===== src/rtl/rxep_pkg.sv =====
// Package: rxep_pkg
// Bit positions of the endpoint status byte, shared by the design and the checker.
// Assumes an 8-bit register; the positions are decoded by software.
package rxep_pkg;
    localparam int REG_W      = 8;
    localparam int B_CLRTGL   = 7;
    localparam int B_STALLED  = 6;
    localparam int B_REQ      = 5;
    localparam int B_FLUSH    = 4;
    localparam int B_NAKDERR  = 3;
    localparam int B_ERROR    = 2;
    localparam int B_FULL     = 1;
    localparam int B_READY    = 0;
    localparam int NUM_FLAGS  = 3;
    // flag vector index order: 0 = stalled, 1 = nak/data-error, 2 = error
    localparam int F_STALL    = 0;
    localparam int F_NAK      = 1;
    localparam int F_ERR      = 2;
endpackage


===== src/rtl/rxep_occupancy.sv =====
// Module: rxep_occupancy
// Counts the packets held in a SLOTS-deep receive buffer.
// Assumes one push and at most one pop per cycle. A push into a full buffer
// is dropped unless a pop frees a slot in the same cycle. A pop of an empty
// buffer is ignored.
module rxep_occupancy #(
    parameter int SLOTS = 2
) (
    input  logic clk,
    input  logic rst_n,
    input  logic push,
    input  logic pop_req,
    output logic ready,
    output logic full,
    output logic accepted,
    output logic popped
);
    localparam int CNT_W = $clog2(SLOTS + 1);
    localparam logic [CNT_W-1:0] MAX_CNT = CNT_W'(SLOTS);

    logic [CNT_W-1:0] cnt_q;

    // pop and push qualification against the current count
    always_comb begin
        popped   = pop_req && (cnt_q != '0);
        accepted = push && ((cnt_q != MAX_CNT) || popped);
        ready    = (cnt_q != '0);
        full     = (cnt_q == MAX_CNT);
    end

    // occupancy counter update
    always_ff @(posedge clk) begin
        if (!rst_n) begin
            cnt_q <= '0;
        end else if (accepted && !popped) begin
            cnt_q <= cnt_q + 1'b1;
        end else if (popped && !accepted) begin
            cnt_q <= cnt_q - 1'b1;
        end
    end
endmodule


===== src/rtl/rxep_flags.sv =====
// Module: rxep_flags
// A bank of NUM sticky status flags. Each flag is set by a hardware event
// and is cleared by a software write of 0 to its bit. A write of 1 does nothing.
// Assumes that a set event and a clear in the same cycle leave the flag set.
module rxep_flags #(
    parameter int NUM = 3
) (
    input  logic           clk,
    input  logic           rst_n,
    input  logic [NUM-1:0] set_ev,
    input  logic           wr,
    input  logic [NUM-1:0] wbits,
    output logic [NUM-1:0] q
);
    for (genvar i = 0; i < NUM; i++) begin : g_flag
        logic f_q;
        // one sticky flag: set has priority over a zero write
        always_ff @(posedge clk) begin
            if (!rst_n) begin
                f_q <= 1'b0;
            end else if (set_ev[i]) begin
                f_q <= 1'b1;
            end else if (wr && !wbits[i]) begin
                f_q <= 1'b0;
            end
        end
        assign q[i] = f_q;
    end
endmodule


===== src/rtl/rxep_toggle.sv =====
// Module: rxep_toggle
// Endpoint data toggle. It inverts for each accepted packet and is forced to 0
// on request. Assumes that the clear wins over a flip in the same cycle.
module rxep_toggle (
    input  logic clk,
    input  logic rst_n,
    input  logic clr,
    input  logic flip,
    output logic tgl
);
    logic tgl_q;

    // toggle state update
    always_ff @(posedge clk) begin
        if (!rst_n) begin
            tgl_q <= 1'b0;
        end else if (clr) begin
            tgl_q <= 1'b0;
        end else if (flip) begin
            tgl_q <= ~tgl_q;
        end
    end
    assign tgl = tgl_q;
endmodule


===== src/rtl/usb_rx_ep_ctl.sv =====
// Module: usb_rx_ep_ctl
// Control and status byte for one host receive endpoint, with double-buffer
// occupancy tracking. Reads return the byte combinationally from registers.
// Writes are whole-byte writes, and each bit follows its own access rule.
// Assumes a synchronous active-low reset and one write per cycle at most.
module usb_rx_ep_ctl #(
    parameter int SLOTS = 2
) (
    input  logic       clk,
    input  logic       rst_n,
    input  logic       reg_wr,
    input  logic [7:0] reg_wdata,
    output logic [7:0] reg_rdata,
    input  logic       ev_pkt_rcvd,
    input  logic       ev_stall,
    input  logic       ev_nak_derr,
    input  logic       ev_error,
    output logic       in_req_o,
    output logic       data_tgl_o,
    output logic       irq_o,
    output logic       flush_o
);
    import rxep_pkg::*;

    logic                 ready, full, accepted, popped;
    logic                 flush_wr, clrtgl_wr;
    logic                 req_q, in_req_q, flush_q;
    logic [NUM_FLAGS-1:0] flag_set, flag_wbits, flag_q, flag_prev_q;
    logic [NUM_FLAGS-1:0] irq_mask;

    // decode of the action bits in a write
    always_comb begin
        flush_wr  = reg_wr && reg_wdata[B_FLUSH];
        clrtgl_wr = reg_wr && reg_wdata[B_CLRTGL];
    end

    rxep_occupancy #(.SLOTS(SLOTS)) u_occ (
        .clk      (clk),
        .rst_n    (rst_n),
        .push     (ev_pkt_rcvd),
        .pop_req  (flush_wr),
        .ready    (ready),
        .full     (full),
        .accepted (accepted),
        .popped   (popped)
    );

    // route the events and the write bits to the sticky flag bank
    always_comb begin
        flag_set            = '0;
        flag_set[F_STALL]   = ev_stall;
        flag_set[F_NAK]     = ev_nak_derr;
        flag_set[F_ERR]     = ev_error;
        flag_wbits          = '0;
        flag_wbits[F_STALL] = reg_wdata[B_STALLED];
        flag_wbits[F_NAK]   = reg_wdata[B_NAKDERR];
        flag_wbits[F_ERR]   = reg_wdata[B_ERROR];
        irq_mask            = '0;
        irq_mask[F_STALL]   = 1'b1;
        irq_mask[F_ERR]     = 1'b1;
    end

    rxep_flags #(.NUM(NUM_FLAGS)) u_flags (
        .clk    (clk),
        .rst_n  (rst_n),
        .set_ev (flag_set),
        .wr     (reg_wr),
        .wbits  (flag_wbits),
        .q      (flag_q)
    );

    rxep_toggle u_tgl (
        .clk   (clk),
        .rst_n (rst_n),
        .clr   (clrtgl_wr),
        .flip  (accepted),
        .tgl   (data_tgl_o)
    );

    // request bit: the write value wins, otherwise a packet clears it
    always_ff @(posedge clk) begin
        if (!rst_n) begin
            req_q <= 1'b0;
        end else if (reg_wr) begin
            req_q <= reg_wdata[B_REQ];
        end else if (accepted) begin
            req_q <= 1'b0;
        end
    end

    // one-cycle output strobes and the previous flag state for edge detection
    always_ff @(posedge clk) begin
        if (!rst_n) begin
            in_req_q    <= 1'b0;
            flush_q     <= 1'b0;
            flag_prev_q <= '0;
        end else begin
            in_req_q    <= reg_wr && reg_wdata[B_REQ];
            flush_q     <= popped;
            flag_prev_q <= flag_q;
        end
    end

    // output assembly and status byte readout
    always_comb begin
        in_req_o              = in_req_q;
        flush_o               = flush_q;
        irq_o                 = |(flag_q & ~flag_prev_q & irq_mask);
        reg_rdata             = '0;
        reg_rdata[B_STALLED]  = flag_q[F_STALL];
        reg_rdata[B_REQ]      = req_q;
        reg_rdata[B_NAKDERR]  = flag_q[F_NAK];
        reg_rdata[B_ERROR]    = flag_q[F_ERR];
        reg_rdata[B_FULL]     = full;
        reg_rdata[B_READY]    = ready;
    end
endmodule


===== config.mk =====
export PLATFORM = sky130hd
export DESIGN_NAME = usb_rx_ep_ctl
export DESIGN_NICKNAME = d
export VERILOG_FILES = /design/src/rtl/rxep_pkg.sv /design/src/rtl/rxep_occupancy.sv /design/src/rtl/rxep_flags.sv /design/src/rtl/rxep_toggle.sv /design/src/rtl/usb_rx_ep_ctl.sv
export SDC_FILE = /design/constraint.sdc
export NUM_CORES = 1
export LEC_CHECK = 0
export ABC_AREA = 1
export BUFFER_PORTS_ARGS = -buffer_cell sky130_fd_sc_hd__buf_4
export CAP_MARGIN = 20
export CORE_MARGIN = 2
export CORE_UTILIZATION = 38
export CTS_CLUSTER_SIZE = 10
export DETAILED_ROUTE_END_ITERATION = 12
export MAX_ROUTING_LAYER = met4
export PLACE_DENSITY = 0.68
export SLEW_MARGIN = 15
export SYNTH_ARGS = -nofsm -noshare
export SYNTH_HDL_FRONTEND = slang
export SYNTH_SLANG_ARGS = --single-unit

===== constraint.sdc =====
create_clock -name clk -period 1.2 [get_ports clk]
set_clock_uncertainty 0.1 [all_clocks]
set_input_delay 0.24 -clock clk [delete_from_list [all_inputs] [get_ports clk]]
set_output_delay 0.24 -clock clk [all_outputs]
set_load 0.02 [all_outputs]

Yosys cells after proc, flatten, opt, wreduce, memory -nomap -nowiden

Index checks and enable logic that the tools add are counted.

Word-level logic and storage cells: 51
Register bits after elaboration: 12
Output and inout bits: 12

Mux-type cells: 10
Bitwise gates (word level): 4
Equal/unequal tests: 2
Reductions and logical operators: 24
$add $sub $neg: 2

Operators by type and width:

| cell                | count |
|---|---|
| $reduce_bool 2->1   | 6 |
| $logic_and 1x1->1   | 10 |
| $mux 1              | 8 |
| $logic_not 1->1     | 5 |
| $mux 2              | 2 |
| $reduce_or 2->1     | 2 |
| $and 3x3->3         | 1 |
| $not 3->3           | 1 |
| $add 2x1->2 const B | 1 |
| $eq 2x2->1 const B  | 1 |
| $ne 2x2->1 const B  | 1 |
| $not 1->1           | 2 |
| $sub 2x1->2 const B | 1 |
| $logic_or 1x1->1    | 1 |

Longest topological paths before layout

Depth in word-level cells: 8
Mapped depth: 11

Cells and area by module

A second synthesis with hierarchy kept.

Cell total of the unflattened synthesis: 88
Area, all modules: 566.8 µm²

Modules (own cells, without submodules):

| module         | instances | cells each | area each (µm²) |
|---|---|---|---|
| usb_rx_ep_ctl  | 1         | 33         | 226.5 |
| rxep_flags     | 1         | 22         | 146.4 |
| rxep_occupancy | 1         | 24         | 141.4 |
| rxep_toggle    | 1         | 9          | 52.6 |

Worst setup path before layout

No wires, ideal clock.

Kind: register -> register
From: register u_occ.cnt_q[0]
To: register u_occ.cnt_q[1]
Clock period less this slack: 1.358 ns
Buffers on the path: 0
Cell stages (with the launch flop): 11
Required time: 1.036 ns
Arrival time: 1.195 ns
Path slack: -0.158 ns
Path through: dfxtp_1 > inv_2 > nand3_1 > nand2_1 > inv_1 > ha_1 > inv_1 > nand3_1 > nand2_1 > inv_1 > nor2_1

Longest elaborated chain between the ends: 7
Elaborated cells between the ends (all ways): 14
Those cells by class: add/sub: 2; eq/ne: 1; mux: 2; reduce/logical: 9

RTL lines:

| item                               | RTL line             | source |
|---|---|---|
| from (decl)                        | rxep_occupancy.sv:21 | `logic [CNT_W-1:0] cnt_q;` |
| from (signal assigned)             | rxep_occupancy.sv:36 | `cnt_q <= cnt_q + 1'b1;` |
| from (signal assigned)             | rxep_occupancy.sv:38 | `cnt_q <= cnt_q - 1'b1;` |
| $reduce_bool 2->1                  | rxep_occupancy.sv:25 | `popped = pop_req && (cnt_q != '0);` |
| $logic_and 1x1->1                  | rxep_occupancy.sv:25 |  |
| $logic_or 1x1->1 *                 | rxep_occupancy.sv:26 | `accepted = push && ((cnt_q != MAX_CNT) \|\| popped);` |
| $logic_and 1x1->1 *                | rxep_occupancy.sv:26 |  |
| net accepted                       | usb_rx_ep_ctl.sv:25  | `logic ready, full, accepted, popped;` |
| $logic_not 1->1                    | rxep_occupancy.sv:37 | `end else if (popped && !accepted) begin` |
| $logic_and 1x1->1                  | rxep_occupancy.sv:37 |  |
| $reduce_bool 2->1 (no source line) | -                    |  |

Mark *: on every way through the listed nets, which the timed path passes. The rest lies on a longest branch. The select of a mux whose other input is x is not followed.
A chain may end at the register's enable or synchronous reset.

Final worst setup path

From: register u_occ.cnt_q[0]
To: output port reg_rdata[0]

Longest elaborated chain between the ends: 1

RTL lines:

| item              | RTL line             | source |
|---|---|---|
| $reduce_bool 2->1 | rxep_occupancy.sv:27 | `ready = (cnt_q != '0);` |
| to (decl)         | usb_rx_ep_ctl.sv:13  | `output logic [7:0] reg_rdata,` |

Every way passes these cells.

==> results.sh <==
export IMPL_seq_area_um2=225
export IMPL_grt_antenna_before_repair=0
export IMPL_clockBufferDepth=2
export IMPL_swShare_pct=33.6
export IMPL_drt_pass1_iterations=4
export IMPL_drv_slew=0
export IMPL_synth_simple_gate_area_share_pct=21.0
export IMPL_leakage_uw=0.000440
export IMPL_path_clk_slew_ns=0.07
export IMPL_internal_power_uw=781
export IMPL_start_kind="register"
export IMPL_routabilityCongestion=0.713
export IMPL_synthAdderAreaFrac_pct=2.41
export IMPL_irDropWorstVdd_v=0.000848
export IMPL_fin_nets=117
export IMPL_first_iter_violations=9
export IMPL_min_delay_path_class="input pin to register"
export IMPL_drive_gt1_share_pct=58.0
export IMPL_synth_compound_area_share_pct=11.1
export IMPL_synth_area_um2=519
export IMPL_synthMostInstantiatedCell="nand2_1"
export IMPL_cp_arrival_ns=0.98
export IMPL_drcViolationCount=0
export IMPL_synth_seq_area_share_pct=42.4
export IMPL_post_route_period_util_pct=110
export IMPL_crit_path_frequent_cell="buf_6"
export IMPL_antenna_left=0
export IMPL_path_max_fanout=3
export IMPL_setup_viol=5
export IMPL_synth_largest_area_cell="dfxtp_1"
export IMPL_cts_tree="built"
export IMPL_critPathSlowestCell="dfxtp_2"
export IMPL_synth_area_top_cells="dfxtp_1, buf_4, nand2_1"
export IMPL_yosys_top_cells_count="nand2_1, dfxtp_1, inv_1"
export IMPL_grt_first_pass_wirelength_um=1650
export IMPL_dieHeight_um=41.0
export IMPL_synth_xor_area_share_pct=0
export IMPL_core_area_um2=1280
export IMPL_synth_edf_count=0
export IMPL_fin_ws_ns=-0.122
export IMPL_p_clk_share_pct=22.2
export IMPL_postRouteWirelength_um=1280
export IMPL_synth_top_area_share_pct=42.4
export IMPL_ys_types=15
export IMPL_fmax_mhz=756
export IMPL_seq_power_share_pct=36.4
export IMPL_htreeDepth=1
export IMPL_yosys_most_used_dff="dfxtp_1"
export IMPL_dpl_cell_count=108
export IMPL_syn2layout_area_growth_pct=65.3
export IMPL_via_per_inst=4.64
export IMPL_fillers=125
export IMPL_rsz0062_at_grt="yes"
export IMPL_std_cell_rows=13
export IMPL_status="finished, violations left"
export IMPL_power_density_nw_per_um2=1370
export IMPL_final_util_pct=66.8
export IMPL_synthCells=71
export IMPL_yosys_warnings=0
export IMPL_io_pins=27
export IMPL_numCtsBuffers=3
export IMPL_root_buffer="clkbuf_4"
export IMPL_violations="setup timing"
export IMPL_synth_seq_cells=11
export IMPL_clock_sinks=11
export IMPL_hold_violations=0
export IMPL_path_cells="inv_4 > nand2_4 > buf_6 > buf_6"
export IMPL_grt_usage_pct=16.6
export IMPL_grt_start_max_net_pins=9
export IMPL_hpwlAfterDp_um=865
export IMPL_port_buffers=22
export IMPL_diodes=0
export IMPL_power_switching_uw=395
export IMPL_synth_top_family_by_area="buffers and inverters"
export IMPL_die_area_um2=1680
export IMPL_start_util_pct=40.4
export IMPL_cts_hold_buf=0
export IMPL_wl_per_cell_um=11.1
export IMPL_clkLatencyLatePin_ns=0.27
export IMPL_total_power_uw=1180
export IMPL_fin_setup_tns_ns=-0.540
export IMPL_min_period_ns=1.32
export IMPL_grt_overflow=0
export IMPL_synthMuxAreaShare_pct=0
export IMPL_end_kind="output pin"
export IMPL_multi_input_area_um2=260
export IMPL_avgSynthCellArea_um2=7.31
export IMPL_maxCapViolCount=0
export IMPL_cpPeakStageDelay_ns=0.34
export IMPL_grt_pass1_vias=443
export IMPL_die_w_um=41.0
export IMPL_stdcell_count=115
export IMPL_async_flop_share_pct=0
export IMPL_crit_required_ns=0.86
export IMPL_pwr_share_comb_pct=41.4
export IMPL_crit_type="register to output pin"
export IMPL_vias=534
-- cell families after synthesis --
| group | Yosys count |
|---|---|
| buf+inv | 22 |
| fa+ha+maj | 1 |
| flops | 11 |
| simple gates | 26 |
| other cells | 1 |
| compound gates | 10 |
-- sequential cells by signal (all words and copies together) (netlist names) --
signal,count
flush_o,1
u_occ.cnt_q,2
u_flags.g_flag.f_q,3
req_q,1
flag_prev_q,2
in_req_o,1
u_tgl.tgl,1
-- power by group through the flow --
stage	combinational, uW	sequential, uW	clock (uW)
final	487	428	261
after CTS	419	423	275
after global routing	530	432	287
after detailed placement	362	431	0
after global placement	357	431	0
after floorplan	230	439	0
-- cells in the final DEF, fill, tap and decap left out --
| master | instances |
|---|---|
| nand3_1 | 2 |
| conb_1 | 2 |
| inv_2 | 4 |
| nor2_1 | 6 |
| inv_1 | 7 |
| nand3_2 | 1 |
| o21ai_0 | 3 |
| clkbuf_4 | 3 |
| nand3_4 | 2 |
| a21oi_1 | 3 |
| inv_4 | 2 |
| nor2_4 | 1 |
| clkbuf_1 | 1 |
| nand2_4 | 1 |
| nand2_1 | 10 |
| nand2_2 | 2 |
| buf_4 | 26 |
| a21oi_2 | 1 |
| nand4_1 | 1 |
| o22ai_2 | 1 |
| dfxtp_2 | 4 |
| dfxtp_1 | 7 |
| o21bai_2 | 1 |
| buf_6 | 7 |
| ha_4 | 1 |
| o21ai_2 | 1 |
-- through the flow --
stage          area (um^2)  setup WS [ns]  hold slack (ns)
2_1_floorplan          558        -0.0477            0.249
3_3_place_gp           734         -0.131            0.341
3_5_place_dp           734         -0.142            0.346
4_1_cts                797         -0.138           0.0522
5_1_grt                858         -0.238           0.0608
6_report               858         -0.122           0.0602
-- critical path: cells and delay by family (launching register included) --
kind | cells | cell delay (ns)
buffers and inverters | 3 | 0.31
DFF | 1 | 0.34
and+or+nand+nor | 1 | 0.06
-- cell type report --
cell class / instances / share of cell area, %
clock buffer: 4 / 3.06
inverter: 13 / 6.27
multi-input combinational: 39 / 30.3
sequential: 11 / 26.2
tap: 15 / 2.19
timing repair buffer: 33 / 31.9
-- what timing repair did --
| item | 4_1_cts | 5_1_grt |
|---|---|---|
| setup buffers | 1 | 2 |
| gates resized for setup | 10 | 11 |
| pin swaps | 4 | 5 |
| endpoints found under the setup margin | 5 | 5 |
| endpoints found under the hold margin | 0 | 0 |
-- final timing paths --
check	startpoint	endpoint	slack, ns	cells past startpoint
worst min-delay path	ev_stall	u_flags.g_flag[0].f_q$_SDFFE_PN0P_	0.06	3
worst max-delay path	u_occ.cnt_q[0]$_SDFFE_PN0P_	reg_rdata[0]	-0.12	4
worst min register to register	u_flags.g_flag[2].f_q$_SDFFE_PN0P_	flag_prev_q[2]$_SDFF_PN0_	0.37	2
worst max register to register	u_occ.cnt_q[1]$_SDFFE_PN0P_	u_occ.cnt_q[1]$_SDFFE_PN0P_	-0.12	9
-- metal layers --
| metal | GRT usage [%] | vias up | wire length (um) |
|---|---|---|---|
| met5 | - | - | 0 |
| met4 | 10.0 | 0 | 22 |
| li1 | - | 265 | - |
| met1 | 14.4 | 247 | 448 |
| met2 | 28.5 | 18 | 732 |
| met3 | 8.15 | 4 | 78 |
(Power assumes the default switching activity.)
